===== config.mk =====
export PLATFORM = sky130hd
export DESIGN_NAME = nullpkt_gen
export DESIGN_NICKNAME = d
export VERILOG_FILES = /design/src/rtl/nullpkt_gen.sv
export SDC_FILE = /design/constraint.sdc
export NUM_CORES = 1
export LEC_CHECK = 0
export BUFFER_PORTS_ARGS = -buffer_cell sky130_fd_sc_hd__buf_4
export CAP_MARGIN = 5
export CORE_MARGIN = 2
export CORE_UTILIZATION = 30
export CTS_BUF_LIST = sky130_fd_sc_hd__clkbuf_16
export DETAILED_ROUTE_END_ITERATION = 7
export SKIP_LAST_GASP = 1
export SLEW_MARGIN = 40
export SYNTH_ARGS = -nofsm -noshare
export SYNTH_HDL_FRONTEND = slang
export SYNTH_SLANG_ARGS = --single-unit

===== constraint.sdc =====
create_clock -name clk -period 3.4 [get_ports clk]
set_input_delay 0.34 -clock clk [delete_from_list [all_inputs] [get_ports clk]]
set_output_delay 0.34 -clock clk [all_outputs]
set_load 0.01 [all_outputs]

===== src/rtl/nullpkt_gen.sv =====
module nullpkt_gen #(
  parameter int VC_W = 2,
  parameter int SZ_W = 2,
  parameter logic [5:0] DTYPE = 6'h09
) (
  input  logic            clk,
  input  logic            rst_n,
  input  logic            start,
  input  logic [VC_W-1:0] vc,
  input  logic [SZ_W-1:0] psize,
  input  logic            ecc_en,
  input  logic            crc_en,
  output logic [7:0]      out_data,
  output logic            out_valid,
  input  logic            out_ready,
  output logic            busy,
  output logic            done
);
  localparam int MAXN  = (1 << SZ_W) - 1;
  localparam int HDR   = 4;
  localparam int IDX_W = $clog2(HDR + MAXN + 2 + 1);

  logic [IDX_W-1:0] idx;
  logic [VC_W-1:0]  vc_q;
  logic [SZ_W-1:0]  n_q;
  logic             ecc_q, crc_q;
  logic [15:0]      crc;
  logic [IDX_W-1:0] pay_end, last_idx;
  logic [23:0]      hd;
  logic [5:0]       ecc;
  logic             fire;

  assign out_valid = busy;
  assign fire      = out_valid & out_ready;
  assign pay_end   = IDX_W'(HDR) + IDX_W'(n_q);
  assign last_idx  = pay_end + IDX_W'(1);
  assign hd        = {8'h00, 8'(n_q), {vc_q, DTYPE}};

  assign ecc[0] = hd[0]^hd[1]^hd[2]^hd[4]^hd[5]^hd[7]^hd[10]^hd[11]^hd[13]^hd[16]^hd[20]^hd[21]^hd[22]^hd[23];
  assign ecc[1] = hd[0]^hd[1]^hd[3]^hd[4]^hd[6]^hd[8]^hd[10]^hd[12]^hd[14]^hd[17]^hd[20]^hd[21]^hd[22]^hd[23];
  assign ecc[2] = hd[0]^hd[2]^hd[3]^hd[5]^hd[6]^hd[9]^hd[11]^hd[12]^hd[15]^hd[18]^hd[20]^hd[21]^hd[22];
  assign ecc[3] = hd[1]^hd[2]^hd[3]^hd[7]^hd[8]^hd[9]^hd[13]^hd[14]^hd[15]^hd[19]^hd[20]^hd[21]^hd[23];
  assign ecc[4] = hd[4]^hd[5]^hd[6]^hd[7]^hd[8]^hd[9]^hd[16]^hd[17]^hd[18]^hd[19]^hd[20]^hd[22]^hd[23];
  assign ecc[5] = hd[10]^hd[11]^hd[12]^hd[13]^hd[14]^hd[15]^hd[16]^hd[17]^hd[18]^hd[19]^hd[21]^hd[22]^hd[23];

  function automatic logic [15:0] crc_byte(input logic [15:0] c, input logic [7:0] b);
    logic [15:0] r;
    r = c;
    for (int i = 0; i < 8; i++) begin
      if (r[0] ^ b[i]) r = (r >> 1) ^ 16'h8408;
      else             r = r >> 1;
    end
    return r;
  endfunction

  always_comb begin
    if (idx == IDX_W'(0))      out_data = hd[7:0];
    else if (idx == IDX_W'(1)) out_data = hd[15:8];
    else if (idx == IDX_W'(2)) out_data = hd[23:16];
    else if (idx == IDX_W'(3)) out_data = ecc_q ? {2'b00, ecc} : 8'h00;
    else if (idx < pay_end)    out_data = 8'h00;
    else if (idx == pay_end)   out_data = crc_q ? crc[7:0] : 8'h00;
    else                       out_data = crc_q ? crc[15:8] : 8'h00;
  end

  always_ff @(posedge clk or negedge rst_n) begin
    if (!rst_n) begin
      busy  <= 1'b0;
      done  <= 1'b0;
      idx   <= '0;
      vc_q  <= '0;
      n_q   <= '0;
      ecc_q <= 1'b0;
      crc_q <= 1'b0;
      crc   <= 16'hFFFF;
    end else begin
      done <= 1'b0;
      if (!busy) begin
        if (start) begin
          busy  <= 1'b1;
          idx   <= '0;
          vc_q  <= vc;
          n_q   <= psize;
          ecc_q <= ecc_en;
          crc_q <= crc_en;
          crc   <= 16'hFFFF;
        end
      end else if (fire) begin
        if (idx >= IDX_W'(HDR) && idx < pay_end) crc <= crc_byte(crc, out_data);
        if (idx == last_idx) begin
          busy <= 1'b0;
          done <= 1'b1;
        end else begin
          idx <= idx + IDX_W'(1);
        end
      end
    end
  end

  p_hold_r8: assert property (@(posedge clk) disable iff (!rst_n)
    out_valid && !out_ready |=> out_valid && $stable(out_data));

  p_done_pulse_r9: assert property (@(posedge clk) disable iff (!rst_n)
    done |=> !done);

  p_done_after_last_r9: assert property (@(posedge clk) disable iff (!rst_n)
    done |-> !busy && $past(fire));

  p_cfg_hold_r10: assert property (@(posedge clk) disable iff (!rst_n)
    busy |=> $stable({vc_q, n_q, ecc_q, crc_q}));

  p_len_r1: assert property (@(posedge clk) disable iff (!rst_n)
    busy |-> idx <= last_idx);

  p_ecc_top_r4: assert property (@(posedge clk) disable iff (!rst_n)
    out_valid && idx == IDX_W'(3) |-> out_data[7:6] == 2'b00);
endmodule


==> results.txt, run 1 <==
* CP required: 3600 ps
* Register area share after synthesis: 0.356
- H-tree level count: 1
- Gpl congestion: 0.813
- Input and output buffers added on the ports amount to 20.
- TritonCTS Sinks: 28
- After synthesis, the mean cell area works out to 9.23 sq um.
* Number of fill cells: 648
- Across the run, the number of max-cap violations was 0.
* Synthesized-area fraction occupied by ao, oa, aoi and oai cells: 0.200
* Final worst path period need: 2770 ps
- Share of synthesized cell area in and, or, nand and nor gates: 0.176
- In the layout the commonest cells are sky130_fd_sc_hd__buf_4, sky130_fd_sc_hd__nor2_1, sky130_fd_sc_hd__a21oi_1, sky130_fd_sc_hd__dfstp_2.
* Mapped Nets: 236
* Main combinational cell family by area after synthesis: compound AO/OA/AOI/OAI gates
* Clk slew on worst S/H paths: 70 ps
- Remaining global-route overflow: 0
- Aggregate negative setup slack: 0 ps
* Routed vias/inst: 5.27
- 21 I/O pins were placed.
- Bufs on Longest Clock Path: 2
* Post-synthesis cell type count: 54
- Crit Path Max Fanout: 9
* FP Rows: 29
- Between clock sinks in the finished design, the worst skew comes to 3.77 ps.
- In this run the top signal layer used is met4.
* Length of the first detailed-routing pass in iterations: 4
- Setup violations remaining at the end of the flow were counted as 0.
* Y dimension of the die: 86.1 um
- The tightest min-delay check is of the primary input to register type.
* Number of nets in the final layout: 253
- In this run, synthesis produced a sequential element count of 28.
- The library cell used most frequently in the layout, excluding fill and tap cells, is sky130_fd_sc_hd__buf_4.
- The number of gates resized after CTS was 0.
* Result of the run: finished clean
* Area added between synthesis and finish: 15.0%
- In the detailed route, the total length drawn on met2 is 2040 um.
* WL final: 4610 um
* Cell Area, Synth: 2020 sq um
* Antenna diode count: 0
* X dimension of the die: 86.1 um
* Vias in the first global route: 1586
* Number of failing hold endpoints at the final stage: 0
- Mean routed wirelength per cell: 14.8 um
* Fraction of layout instances using a drive strength above 1: 0.255
- Warnings from Yosys: 0
* First-pass GRT wire length: 7980 um
- Antenna violations before repair: 0
- Cell count after synthesis: 219
- Launching element type of the critical path: register
- Number of CTS-inserted buffers: 3
- Entering global routing, the biggest net connects 33 pins.
* Die footprint: 7410 sq um
- The portion of synthesized area spent on multiplexers is 0.0427.
- Total routed wire length on the met1 layer: 2290 um
* Sum of net half-perimeters after detailed placement: 3420 um
- Routed length on met3: 232 um
- Insertion delay to the later sink of the worst-skew pair: 260 ps
- Async set or reset register ratio after synthesis: 1.00
* Slew Limit Headroom: 0.588
- Data on the critical path arrives at its endpoint at 2970 ps.
- Predominant post-synthesis flop cell: sky130_fd_sc_hd__dfstp_2
- DRT antenna net count: 0
- Critical path type: register to register
* Share of the cycle needed by the critical path after routing: 0.815
- GRT Resource Usage Total: 0.135
* Vias: 1643
- Of the total synthesized cell area, the portion taken by full adders, half adders and majority gates is 0.0433.
* Fin. max-slew vios: 0
- At the pin with the least slew margin, the transition time is 615 ps.
* Highest clock rate: 0.361 GHz
* Xor and xnor area share after synthesis: 0.137
- Unrepaired setup endpoints after global routing: false
- CTS Root Buffer Type: sky130_fd_sc_hd__clkbuf_16
- STA classifies the critical path endpoint as a register.
- Initial DRC Count: 69
- The core region is 6420 sq um.
- In the routed design, unresolved DRC markers number 0.
- TritonCTS built the clock tree.
- For this configuration, the core starts out at a cell density of 0.315.
- Number of synthesized flops with an enable pin: 0
final cells by class:
| type | instances | area [sq um] | area share |
|---|---|---|---|
| clock buffer | 3 | 75.1 | 0.0323 |
| clock inverter | 1 | 3.75 | 0.00161 |
| inverter | 7 | 26.3 | 0.0113 |
| multi-input combinational | 172 | 1220 | 0.525 |
| sequential | 28 | 721 | 0.310 |
| tap | 77 | 96.3 | 0.0414 |
| timing repair buffer | 24 | 183 | 0.0785 |
final timing paths:
check	start	endpoint	slack (ps)	depth (start not counted)
setup reg to reg	n_q[1]$_DFFE_PN0P_	crc[3]$_DFFE_PN1P_	630	9
hold reg to reg	crc_q$_DFFE_PN0P_	crc_q$_DFFE_PN0P_	520	1
setup / recovery	n_q[1]$_DFFE_PN0P_	crc[3]$_DFFE_PN1P_	630	9
min in group asynchronous	rst_n	idx[0]$_DFFE_PN0P_	530	2
hold / removal	psize[1]	n_q[1]$_DFFE_PN0P_	280	3
max in group asynchronous	rst_n	crc[10]$_DFFE_PN1P_	2560	2
stage by stage:
stage | area [sq um] | instances | util | setup slack [ps] | hold WS [ps]
CTS | 2330 | 312 | 0.362 | 626 | 276
floorplan | 2020 | 219 | - | 972 | 44.4
finish | 2330 | 312 | 0.362 | 630 | 276
global placement | 2240 | 307 | 0.348 | 711 | 279
detailed placement | 2240 | 307 | 0.348 | 663 | 286
global route | 2330 | 312 | 0.362 | 399 | 297
state kept, by name, indices dropped and copies added, names as in the netlist:
register and cells:
vc_q 2, done 1, crc_q 1, busy 1, n_q 2, crc 16, idx 4, ecc_q 1
synthesized netlist by cell type (all sizes together), types with 5 or more instances:
| cell type | n | area, sq um |
|---|---|---|
| a21oi | 20 | 104 |
| dfrtp | 12 | 300 |
| nor3 | 14 | 70.1 |
| clkbuf | 6 | 22.5 |
| nor2 | 23 | 93.8 |
| inv | 7 | 26.3 |
| buf | 6 | 40.0 |
| ha | 7 | 87.6 |
| xnor2 | 13 | 129 |
| nand2 | 15 | 56.3 |
| o21ai | 17 | 85.1 |
| xor2 | 9 | 78.8 |
| dfstp | 16 | 420 |
| mux2 | 5 | 56.3 |
metal layers:
metal / up-vias / track usage
li1: 814 / -
met1: 799 / 0.190
met2: 28 / 0.216
met3: 2 / 0.0164
met4: 0 / 0.0390
met5: - / 0
what timing repair did:
action                                 CTS  global route
hold buffers                             1             0
buffers inserted                         0             0
endpoints found under the hold margin    7             0
critical path, stage by stage, from the launching register on:
cell                      delay [ps]
sky130_fd_sc_hd__dfrtp_1         460
sky130_fd_sc_hd__inv_1           100
sky130_fd_sc_hd__ha_1            320
sky130_fd_sc_hd__and4b_1         470
sky130_fd_sc_hd__mux2i_1         170
sky130_fd_sc_hd__o22a_1          240
sky130_fd_sc_hd__o211a_4         280
sky130_fd_sc_hd__xnor2_2         250
sky130_fd_sc_hd__xor3_1          260
sky130_fd_sc_hd__a21oi_1         150
cell families (layout without fill, tap and decap cells):
logic type,Yosys count,count (layout)
AO/OA/AOI/OAI,60,60
buffers and inverters,19,35
XOR/XNOR,25,25
multiplexers,8,8
adder cells (fa/ha/maj),7,7
AND/OR/NAND/NOR,72,72
flip-flops,28,28
Power of run 1 is not shown: default switching activity piles up to over one toggle a cycle in this logic, so the estimate is an artifact.
==> run 2: changes to the inputs <==
ABC_AREA = 1   (was default)
clock period = 2.55 ns   (was 3.4 ns; I/O delays follow)
==> run 2 against run 1 <==
Effect of this change:
- sequential share of layout area shrank 2.3 points
- utilization is 0.58 points higher
- cell count increased by 45%
- worst setup slack worse by 460 ps
- critical path type is now register to output pin
- largest cell class unchanged
- highest routed layer unchanged
==> results.txt, run 2 <==
* Reg-to-reg setup timing slack: 230 ps (-400 ps)
* Synthesized-area fraction occupied by adder cells: 0.0412 (-0.00216)
* Largest registers ranked by flip-flop count: crc: 16 flops, idx: 4 flops
* CP required: 2300 ps (-1300 ps)
- The portion of synthesized cell area occupied by the leading cell type was 0.205 (-0.00334).
- By instance count, the leading cell after synthesis is sky130_fd_sc_hd__nand2_1.
* CTS Root Buffer Type: sky130_fd_sc_hd__clkbuf_16
- From synthesis to final layout, the design area changed by 18.1%.
- Length of the first detailed-routing pass in iterations: 4 (unchanged)
* List of most frequent post-synthesis cells: sky130_fd_sc_hd__nand2_1, sky130_fd_sc_hd__inv_1, sky130_fd_sc_hd__nand3_1, sky130_fd_sc_hd__o21ai_0
* Clk slew on worst S/H paths: 70 ps (about the same)
- Result of the run: finished clean
* Number of flip-flops under the largest register name: 16 (unchanged)
- The multiplexer fraction of the synthesized cell area is 0 (-0.0427).
- The violation count after the first detailed-routing iteration was 89 (+29%).
- The number of core rows is 30 (+3.4%).
- The worst clock skew is 4.15 ps (+0.383 ps).
- Yosys attributes the largest share of cell area to sky130_fd_sc_hd__nand2_1, sky130_fd_sc_hd__dfstp_2, sky130_fd_sc_hd__dfrtp_1.
* Setup Viol. Count Final: 0 (unchanged)
* Share of the cycle needed by the critical path after routing: 0.932
- Cell count after synthesis: 329 (+50%)
- The worst setup path is captured at an output pin.
- Setup repair after global routing left no endpoint under its margin.
- Startpoint of the worst register-to-register path: idx[1]$_DFFE_PN0P_
- The buffer depth of the longest clock path came to 2 (unchanged).
- The max-slew violation count is 0 (unchanged).
* Post-synthesis cell type count: 27 (-50%)
- Number of nets in the final layout: 373 (+47%)
- Synthesized-area fraction occupied by ao, oa, aoi and oai cells: 0.0952 (-0.105)
* Die footprint: 7780 sq um (+5.0%)
* Aggregate negative setup slack: 0 ps (unchanged)
* Vias in the first global route: 2115 (+33%)
- DRT antenna net count: 0 (unchanged)
* Slew Limit Headroom: 0.711 (+0.123)
- The total of warnings raised by yosys is 0 (unchanged).
- Final worst path period need: 2380 ps
- The largest net degree at the start of global routing was 29 (-12%).
- Register name with the most flops: crc
- The worst reg2reg path depth was 16 (+7).
* Main combinational cell family by area after synthesis: simple AND/OR/NAND/NOR gates
* Most used cells in the layout excluding fill and tap cells: sky130_fd_sc_hd__nand2_1, sky130_fd_sc_hd__inv_1, sky130_fd_sc_hd__nand3_1, sky130_fd_sc_hd__buf_4, sky130_fd_sc_hd__o21ai_0
- The data arrival time at the worst-slack endpoint was 2120 ps (-850 ps).
* X dimension of the die: 88.2 um (+2.5%)
- The die outline height is 88.2 um (+2.5%).
- The via count was 2056 (+25%).
- Number of I/O port buffers: 20 (unchanged)
* Initial core utilization: 0.312 (-0.00329)
- The share of the synthesized netlist area taken by xor and xnor gates is 0.0241 (-0.113).
- Max Cap Violations: 0 (unchanged)
- The number of stages on the worst hold path is 3 (unchanged).
* Mean routed wirelength per cell: 11.8 um (-20%)
- Critical path type: register to output pin
- Cell Area, Synth: 2130 sq um (+5.3%)
- The number of remaining DRC errors came to 0 (unchanged).
* Predominant post-synthesis flop cell: sky130_fd_sc_hd__dfstp_2
- Launching element type of the critical path: register
- In this run the worst setup path begins at idx[1]$_DFFE_PN0P_.
* Routed vias/inst: 4.56 (-13%)
- The share of async-settable or async-resettable flops after synthesis is 1.00 (unchanged).
- The global route total overflow is 0 (unchanged).
- Average cell area after synthesis: 6.47 sq um (-30%)
* Crit Path Max Fanout: 6 (-3)
- The transition time at the pin with the least slew margin was 431 ps (-184 ps).
- The total CTS buffers is 3 (unchanged).
- The count of flip-flops with a built-in enable after synthesis was 0 (unchanged).
- Derived from the worst setup path, the maximum achievable clock frequency is 0.421 GHz.
* Most common cell after layout, fill and taps aside: sky130_fd_sc_hd__nand2_1
- WL final: 5300 um (+15%)
- The clock network latency to the later pin of the worst-skew pair was 270 ps (about the same).
- The top-level port count was 21 (unchanged).
- H-tree level count: 1 (unchanged)
- The post-synth net total was 346 (+47%).
- The share of cells above drive strength 1 was 0.192 (-0.0638).
- The number of diodes came to 0 (unchanged).
* GRT Resource Usage Total: 0.158 (+0.0234)
* Core outline area: 6830 sq um (+6.4%)
- Register area share after synthesis: 0.339 (-0.0178)
* Sum of net half-perimeters after detailed placement: 4170 um (+22%)
* Total of flip-flops plus latches after synthesis: 28 (unchanged)
- The endpoint identified for the worst register-to-register timing path is crc[2]$_DFFE_PN1P_.
- The global placement routability congestion came to 0.862 (+6.0%).
- TritonCTS built the clock tree.
* Antenna violations before repair: 0 (unchanged)
* Largest area contributor in the synthesized netlist: sky130_fd_sc_hd__nand2_1
- The area share of and/or/nand/nor cells after synthesis is 0.387 (+0.210).
* Number of failing hold endpoints at the final stage: 0 (unchanged)
- The number of sinks handled by clock tree synthesis came to 28 (unchanged).
* Class of the tightest hold or removal check: primary input to register
- First-pass GRT wire length: 9710 um (+22%)
- Following the worst setup path forward leads to its endpoint at out_data[2].
==> run 2: critical path, cell delays in order, from the launching register on <==
cell	delay, ps
sky130_fd_sc_hd__dfrtp_1	470
sky130_fd_sc_hd__inv_1	120
sky130_fd_sc_hd__ha_1	200
sky130_fd_sc_hd__inv_1	70
sky130_fd_sc_hd__nand2_1	90
sky130_fd_sc_hd__nand2_1	110
sky130_fd_sc_hd__inv_1	70
sky130_fd_sc_hd__nor2_1	340
sky130_fd_sc_hd__nand2_1	190
sky130_fd_sc_hd__inv_1	80
sky130_fd_sc_hd__buf_4	120
==> run 2: worst min path at each step <==
stage / end / slack, ps / start
5_1_grt: vc_q[1]$_DFFE_PN0P_ / 220 / vc[1]
6_report: vc_q[0]$_DFFE_PN0P_ / 190 / vc[0]
3_3_place_gp: ecc_q$_DFFE_PN0P_ / 200 / rst_n
3_5_place_dp: ecc_q$_DFFE_PN0P_ / 200 / rst_n
2_1_floorplan: busy$_DFF_PN0_ / -40 / rst_n
4_1_cts: n_q[0]$_DFFE_PN0P_ / 200 / psize[0]
==> run 2: routing by layer <==
layer | wire length (um) | track usage
met1 | 2450 | 0.211
met2 | 2520 | 0.271
met3 | 246 | 0.0187
met4 | 85 | 0.0441
met5 | 0 | 0
==> run 2: kinds of logic after synthesis <==
kind of cell | Yosys count
and+or+nand+nor | 191
xor gates and xnor gates | 5
AOI/OAI and AO/OA | 35
DFF | 28
adders and majority gates | 7
buffers and inverters | 63
==> run 2: area by class of cell <==
| cell class | count | area, sq um |
|---|---|---|
| repair buffers | 27 | 205 |
| clock buffers | 3 | 75.1 |
| multi-input cells | 238 | 1170 |
| fillers | 754 | 4320 |
| clock inverters | 1 | 3.75 |
| flip-flops and latches | 28 | 722 |
| inverters | 58 | 218 |
| well taps | 96 | 120 |
==> run 2: stage by stage <==
step / worst slack (ps) / instances / hold WS, ps / utilization / instance area (sq um)
after floorplan: 578 / 329 / -40.6 / - / 2130
after global placement: 217 / 443 / 202 / 0.351 / 2400
after detailed placement: 200 / 443 / 203 / 0.351 / 2400
after CTS: 124 / 448 / 195 / 0.364 / 2480
after global routing: 10.7 / 451 / 220 / 0.368 / 2510
final: 174 / 451 / 194 / 0.368 / 2510
==> run 2: repair_timing <==
| action | 4_1_cts | 5_1_grt |
|---|---|---|
| endpoints found under the hold margin | 12 | 0 |
| gates resized for setup | 0 | 3 |
| hold buffers | 1 | 0 |
| setup endpoints to repair | 0 | 11 |
| buffers inserted | 0 | 3 |
Power of run 2 is left out for the same reason.
